$ cat src/rtl/ctrl_pkg.sv
package ctrl_pkg;
  localparam int OP_W = 6;
  localparam int FN_W = 6;
  localparam int NSTG = 3;

  localparam logic [OP_W-1:0] OPC_RTYPE  = 6'h00;
  localparam logic [OP_W-1:0] OPC_LOAD   = 6'h23;
  localparam logic [OP_W-1:0] OPC_STORE  = 6'h2B;
  localparam logic [OP_W-1:0] OPC_BRANCH = 6'h04;

  localparam logic [FN_W-1:0] FUN_ADD = 6'h20;
  localparam logic [FN_W-1:0] FUN_SUB = 6'h22;
  localparam logic [FN_W-1:0] FUN_AND = 6'h24;
  localparam logic [FN_W-1:0] FUN_OR  = 6'h25;
  localparam logic [FN_W-1:0] FUN_SLT = 6'h2A;

  typedef enum logic [2:0] {
    ALU_ADD = 3'd0,
    ALU_SUB = 3'd1,
    ALU_AND = 3'd2,
    ALU_OR  = 3'd3,
    ALU_SLT = 3'd4
  } aluFn_e;

  typedef struct packed {
    logic   extSign;
    logic   aluImm;
    aluFn_e aluFn;
    logic   pickRd;
  } exCtl_t;

  typedef struct packed {
    logic memWrite;
    logic isBranch;
  } memCtl_t;

  typedef struct packed {
    logic memToReg;
    logic regWrite;
  } wbCtl_t;

  typedef struct packed {
    exCtl_t  ex;
    memCtl_t mem;
    wbCtl_t  wb;
  } fullCtl_t;

  typedef struct packed {
    memCtl_t mem;
    wbCtl_t  wb;
  } tailCtl_t;

  // strobes handed from control to the index datapath
  typedef struct packed {
    logic clrEx;
    logic clrMem;
    logic clrWb;
    logic pickRd;
  } stageStrobe_t;
endpackage

$ cat src/rtl/ctrl_decode.sv
module ctrl_decode
  import ctrl_pkg::*;
(
  input  logic [OP_W-1:0] opcode,
  input  logic [FN_W-1:0] funct,
  output fullCtl_t        decCtl,
  output logic            decValid
);
  fullCtl_t raw;
  logic     known;
  aluFn_e   rFn;
  logic     rKnown;

  always_comb begin
    rKnown = 1'b1;
    case (funct)
      FUN_ADD: rFn = ALU_ADD;
      FUN_SUB: rFn = ALU_SUB;
      FUN_AND: rFn = ALU_AND;
      FUN_OR:  rFn = ALU_OR;
      FUN_SLT: rFn = ALU_SLT;
      default: begin
        rFn    = ALU_ADD;
        rKnown = 1'b0;
      end
    endcase
  end

  always_comb begin
    raw   = '0;
    known = 1'b1;
    case (opcode)
      OPC_RTYPE: begin
        raw.ex.aluFn    = rFn;
        raw.ex.pickRd   = 1'b1;
        raw.wb.regWrite = 1'b1;
        known           = rKnown;
      end
      OPC_LOAD: begin
        raw.ex.extSign  = 1'b1;
        raw.ex.aluImm   = 1'b1;
        raw.ex.aluFn    = ALU_ADD;
        raw.wb.memToReg = 1'b1;
        raw.wb.regWrite = 1'b1;
      end
      OPC_STORE: begin
        raw.ex.extSign   = 1'b1;
        raw.ex.aluImm    = 1'b1;
        raw.ex.aluFn     = ALU_ADD;
        raw.mem.memWrite = 1'b1;
      end
      OPC_BRANCH: begin
        raw.ex.extSign   = 1'b1;
        raw.ex.aluFn     = ALU_SUB;
        raw.mem.isBranch = 1'b1;
      end
      default: known = 1'b0;
    endcase
  end

  assign decValid = known;
  assign decCtl   = known ? raw : '0;
endmodule

$ cat src/rtl/ctrl_unit.sv
module ctrl_unit
  import ctrl_pkg::*;
(
  input  logic            clk,
  input  logic            rst,
  input  logic [OP_W-1:0] opcode,
  input  logic [FN_W-1:0] funct,
  input  logic            bubbleReq,
  input  logic [NSTG-1:0] flushMask,
  output exCtl_t          exOut,
  output memCtl_t         memOut,
  output wbCtl_t          wbOut,
  output stageStrobe_t    strobe
);
  fullCtl_t decCtl;
  logic     decValid;
  fullCtl_t exReg;
  tailCtl_t memReg;
  wbCtl_t   wbReg;
  logic [NSTG-1:0] clrVec;

  ctrl_decode u_dec (
    .opcode  (opcode),
    .funct   (funct),
    .decCtl  (decCtl),
    .decValid(decValid)
  );

  // stage 0 also clears on a bubble or an undecodable instruction
  genvar s;
  generate
    for (s = 0; s < NSTG; s++) begin : g_clr
      if (s == 0) begin : g_head
        assign clrVec[s] = flushMask[s] | bubbleReq | ~decValid;
      end else begin : g_tail
        assign clrVec[s] = flushMask[s];
      end
    end
  endgenerate

  always_ff @(posedge clk) begin
    if (rst || clrVec[0]) exReg <= '0;
    else                  exReg <= decCtl;
  end

  always_ff @(posedge clk) begin
    if (rst || clrVec[1]) memReg <= '0;
    else                  memReg <= '{mem: exReg.mem, wb: exReg.wb};
  end

  always_ff @(posedge clk) begin
    if (rst || clrVec[2]) wbReg <= '0;
    else                  wbReg <= memReg.wb;
  end

  assign exOut  = exReg.ex;
  assign memOut = memReg.mem;
  assign wbOut  = wbReg;

  assign strobe.clrEx  = clrVec[0];
  assign strobe.clrMem = clrVec[1];
  assign strobe.clrWb  = clrVec[2];
  assign strobe.pickRd = exReg.ex.pickRd;
endmodule

$ cat src/rtl/idx_path.sv
module idx_path
  import ctrl_pkg::*;
#(
  parameter int IDX_W = 5
) (
  input  logic             clk,
  input  logic             rst,
  input  logic [IDX_W-1:0] srcRt,
  input  logic [IDX_W-1:0] srcRd,
  input  stageStrobe_t     strobe,
  output logic [IDX_W-1:0] wbIdx
);
  logic [IDX_W-1:0] exRt;
  logic [IDX_W-1:0] exRd;
  logic [IDX_W-1:0] memIdx;
  logic [IDX_W-1:0] wbIdxQ;

  always_ff @(posedge clk) begin
    if (rst || strobe.clrEx) begin
      exRt <= '0;
      exRd <= '0;
    end else begin
      exRt <= srcRt;
      exRd <= srcRd;
    end
  end

  always_ff @(posedge clk) begin
    if (rst || strobe.clrMem) memIdx <= '0;
    else                      memIdx <= strobe.pickRd ? exRd : exRt;
  end

  always_ff @(posedge clk) begin
    if (rst || strobe.clrWb) wbIdxQ <= '0;
    else                     wbIdxQ <= memIdx;
  end

  assign wbIdx = wbIdxQ;
endmodule

$ cat src/rtl/staged_ctrl_decoder.sv
module staged_ctrl_decoder
  import ctrl_pkg::*;
#(
  parameter int IDX_W = 5
) (
  input  logic             clk,
  input  logic             rst,
  input  logic [5:0]       opcode,
  input  logic [5:0]       funct,
  input  logic [IDX_W-1:0] srcRt,
  input  logic [IDX_W-1:0] srcRd,
  input  logic             bubbleReq,
  input  logic [2:0]       flushMask,
  output logic             exExtSign,
  output logic             exAluImm,
  output logic [2:0]       exAluFn,
  output logic             exPickRd,
  output logic             memWrite,
  output logic             memBranch,
  output logic             wbMemToReg,
  output logic             wbRegWrite,
  output logic [IDX_W-1:0] wbDest
);
  exCtl_t       exOut;
  memCtl_t      memOut;
  wbCtl_t       wbOut;
  stageStrobe_t strobe;

  ctrl_unit u_ctrl (
    .clk      (clk),
    .rst      (rst),
    .opcode   (opcode),
    .funct    (funct),
    .bubbleReq(bubbleReq),
    .flushMask(flushMask),
    .exOut    (exOut),
    .memOut   (memOut),
    .wbOut    (wbOut),
    .strobe   (strobe)
  );

  idx_path #(.IDX_W(IDX_W)) u_idx (
    .clk   (clk),
    .rst   (rst),
    .srcRt (srcRt),
    .srcRd (srcRd),
    .strobe(strobe),
    .wbIdx (wbDest)
  );

  assign exExtSign  = exOut.extSign;
  assign exAluImm   = exOut.aluImm;
  assign exAluFn    = exOut.aluFn;
  assign exPickRd   = exOut.pickRd;
  assign memWrite   = memOut.memWrite;
  assign memBranch  = memOut.isBranch;
  assign wbMemToReg = wbOut.memToReg;
  assign wbRegWrite = wbOut.regWrite;
endmodule

$ cat config.mk
export PLATFORM = sky130hd
export DESIGN_NAME = staged_ctrl_decoder
export DESIGN_NICKNAME = d
export VERILOG_FILES = /design/src/rtl/ctrl_pkg.sv /design/src/rtl/ctrl_decode.sv /design/src/rtl/ctrl_unit.sv /design/src/rtl/idx_path.sv /design/src/rtl/staged_ctrl_decoder.sv
export SDC_FILE = /design/constraint.sdc
export NUM_CORES = 1
export LEC_CHECK = 0
export ABC_CLOCK_PERIOD_IN_PS = 1640
export CORE_AREA = 4 4 63 65
export CTS_CLUSTER_DIAMETER = 150
export DETAILED_ROUTE_END_ITERATION = 10
export DIE_AREA = 0 0 67 69
export PLACE_DENSITY = 0.69
export RECOVER_POWER = 50
export SLEW_MARGIN = 5
export SYNTH_ARGS = -nofsm -noshare
export SYNTH_HDL_FRONTEND = slang
export SYNTH_HIERARCHICAL = 1
export SYNTH_SLANG_ARGS = --single-unit
export TNS_END_PERCENT = 50
$ cat constraint.sdc
create_clock -name clk -period 1.64 [get_ports clk]
set_input_delay 0.328 -clock clk [delete_from_list [all_inputs] [get_ports clk]]
set_output_delay 0.328 -clock clk [all_outputs]
set_load 0.02 [all_outputs]
==> impl_metrics.toml <==
[worst_setup_path]
cp-end-kind = "flop"
required_ns = 1.92
critPathTopFamily = "simple AND/OR/NAND/NOR gates"
worstPathCellList = "dlygate4sd2_1, or4_4, o31ai_4, nor4b_4, buf_2, and2_4"
cp_max_fo = 5
cp_data_arrival_time_ns = 1.89
slowest_stage = "or4_4"
worstSetupStartpointType = "input pin"
critPathKind = "input pin to flop"
slowest_delay_ns = 0.51
worst-path-buf-inv = 2

[drt]
wl_per_cell_um = 10.7
drtPass1Iterations = 3
routed_wl_mm = 2.40
detail_route.vias_per_cell = 4.35
ant_nets = 0
dr_total_vias = 978
post-route-drc-count = 0
drt_iter0_drc = 12

[cts]
path_clk_slew_ns = 0.10
cts_buffers = 5
cts-root-buf = "clkbuf_4"
worstSkewPairLatency_ns = 0.33
cts_tree = "done"
h-tree-depth = 2
clk_path_buf_depth = 2
post_cts_buffers = 0
cts.sinks = 36

[cells_and_area]
final_common_cell = "dfxtp_1"
drive_above_1_share_pct = 21.2
nets = 206
final_cell_mix = "dfxtp_1 (36), clkdlybuf4s50_1 (31), and2_1 (24)"
synthToLayoutAreaGrowth_pct = 45.4
diodes = 0
fin_cells = 225

[global_route]
grt_use_met2_pct = 17.8
antenna_found_initial = 0
track_usage_pct = 11.8
grt_pass1_wl_mm = 4.24
grt_max_degree = 12
grt_pass1_vias = 1018
grtUsageMet3_pct = 4.87
met1_usage_pct = 13.8
grt.overflow.total = 0
busiest_layer = "met2"

[timing]
finalWorstSetupSlack_ns = 0.0300
tightest_slew_ns = 0.450
finalHoldViolations = 0
slew_violations = 0
fmax_ghz = 0.621
relSlewSlack_pct = 70.0
setup_violations = 0
grt_setup_unrepaired = "no"
clock_skew_ns = 0.00849
min_period_over_period_pct = 98.2
fin_tns_setup_ns = 0
hold_slack_ns = 0.433
period_minus_slack_ns = 1.61

[power_and_ir_drop]
p_comb_share_pct = 9.3
swShare_pct = 21.4
clock_power_share_pct = 32.1
internal-power_mw = 1.17
peakVddDrop_mv = 0.540
p_per_area_nw_per_um2 = 774
total_power_mw = 1.49
p_leak_nw = 0.780
p_seq_share_pct = 58.7
netSwitchingPower_uw = 319

[logic_synthesis]
syn_inst = 121
synth-xor-area-share_pct = 0
synth_cell_type_count = 27
ys_seq_area_share_pct = 54.4
synth.area.mux_share_pct = 4.53
synth_fa_ha_area_share_pct = 0
synth_area_um2 = 1330
synth_compound_area_share_pct = 3.59
synth_nets = 149
yosys_warnings = 6
synthSimpleGateAreaFrac_pct = 29.8
ys_ff_latch = 36
syn_area_per_cell_um2 = 11.0
synth_top_family_by_area = "simple AND/OR/NAND/NOR gates"

[floorplanning]
num_rows = 21
start_util_pct = 39.7
ios = 43
core_um2 = 3340
die_w_um = 67
die-area_um2 = 4620
floorplan.die.height_um = 69

[place]
place_congestion = 0.757
place_ws_ns = -0.501
hpwl_mm = 1.88
numPortBuffers = 42
placed_cells = 216

[run]
drv_cap = 0

[status]
outcome = "complete, no violations"

[hold_path]
hold_path.class = "flop to flop"
==> cells in the mapped netlist <==
cell type	instances	share of area, %
a221oi_1	1	0.66
and2_2	1	0.57
a21o_2	1	0.66
nor4b_2	1	1.1
nor3b_2	1	0.94
inv_1	3	0.85
o31ai_1	1	0.57
nor3_1	5	1.9
nor4b_4	1	1.8
nor3b_1	2	1.1
buf_4	12	6.8
nor2_4	1	0.85
nor2_1	5	1.4
and4_1	3	2.0
nand4_1	1	0.47
nand2_1	1	0.28
nor2b_1	1	0.47
nor4_1	1	0.47
a41oi_1	1	0.66
dfxtp_1	36	54
and2_1	30	14
a31oi_1	1	0.47
nand2b_1	1	0.47
mux2i_1	6	4.5
or4_4	1	0.85
nor2_2	2	0.94
o21bai_1	1	0.57
==> through the flow <==
step	cell area (um^2)	utilization, %
detailed placement	1870	56.0
global route	1930	57.7
floorplan	1340	-
finish	1930	57.7
CTS	1940	58.1
global placement	1870	56.0
==> kinds of logic (layout without fill, tap and decap cells) <==
group,count (synthesis),after routing
multiplexers,6,6
flip-flops,36,36
AO/OA/AOI/OAI,6,6
buffers and inverters,15,73
AND/OR/NAND/NOR,58,58
==> worst paths after layout <==
check                                   from                          end  slack (ns)  cells after the start
setup reg to reg  u_ctrl/exOut[0]$_SDFF_PP0_   u_idx/memIdx[0]$_SDFF_PP0_        0.72                      3
hold / removal    u_ctrl/exReg[3]$_SDFF_PP0_  u_ctrl/memOut[1]$_SDFF_PP0_        0.43                      1
setup / recovery                   opcode[5]   u_ctrl/exReg[0]$_SDFF_PP0_        0.03                      6
hold reg to reg   u_ctrl/exReg[3]$_SDFF_PP0_  u_ctrl/memOut[1]$_SDFF_PP0_        0.43                      1
==> power groups by stage <==
stage	logic, mW	registers [mW]	clock network [mW]
after floorplan	0.0287	0.895	0
after CTS	0.140	0.875	0.500
after global placement	0.138	0.895	0
after global routing	0.150	0.875	0.540
final	0.138	0.875	0.478
after detailed placement	0.142	0.895	0
==> area by class of cell <==
cell class / instances / area, um^2
Sequential cell: 36 / 721
Clock buffer: 7 / 55.1
Fill cell: 311 / 1410
Clock inverter: 1 / 7.51
Multi-Input combinational cell: 70 / 523
Timing Repair Buffer: 62 / 552
Tap cell: 46 / 57.6
Inverter: 3 / 11.3
==> flip-flops by register name, indices dropped and copies added (netlist names) <==
signal / flops
u_idx/wbIdx: 5
u_idx/exRt: 5
u_ctrl/memOut: 2
u_idx/memIdx: 5
u_ctrl/exReg: 4
u_idx/exRd: 5
u_ctrl/memReg: 2
u_ctrl/wbOut: 2
u_ctrl/exOut: 6
==> per-layer routing <==
layer  routed length (um)  vias to the layer above  share of wire [%]
li1                     -                      509                  -
met1                 1060                      425                 44
met2                 1090                       37                 46
met3                  176                        7                7.3
met4                   68                        0                2.8
met5                    0                        -                  0
==> repair_timing <==
item                                   in CTS  in global routing
endpoints found under the hold margin       0                  0
setup endpoints to repair                  21                 16
resized for setup                           9                  7
hold buffers                                0                  0
pin swaps                                   4                  3
gates cloned                                1                  0
No activity file was read; power rests on OpenSTA's default activity.
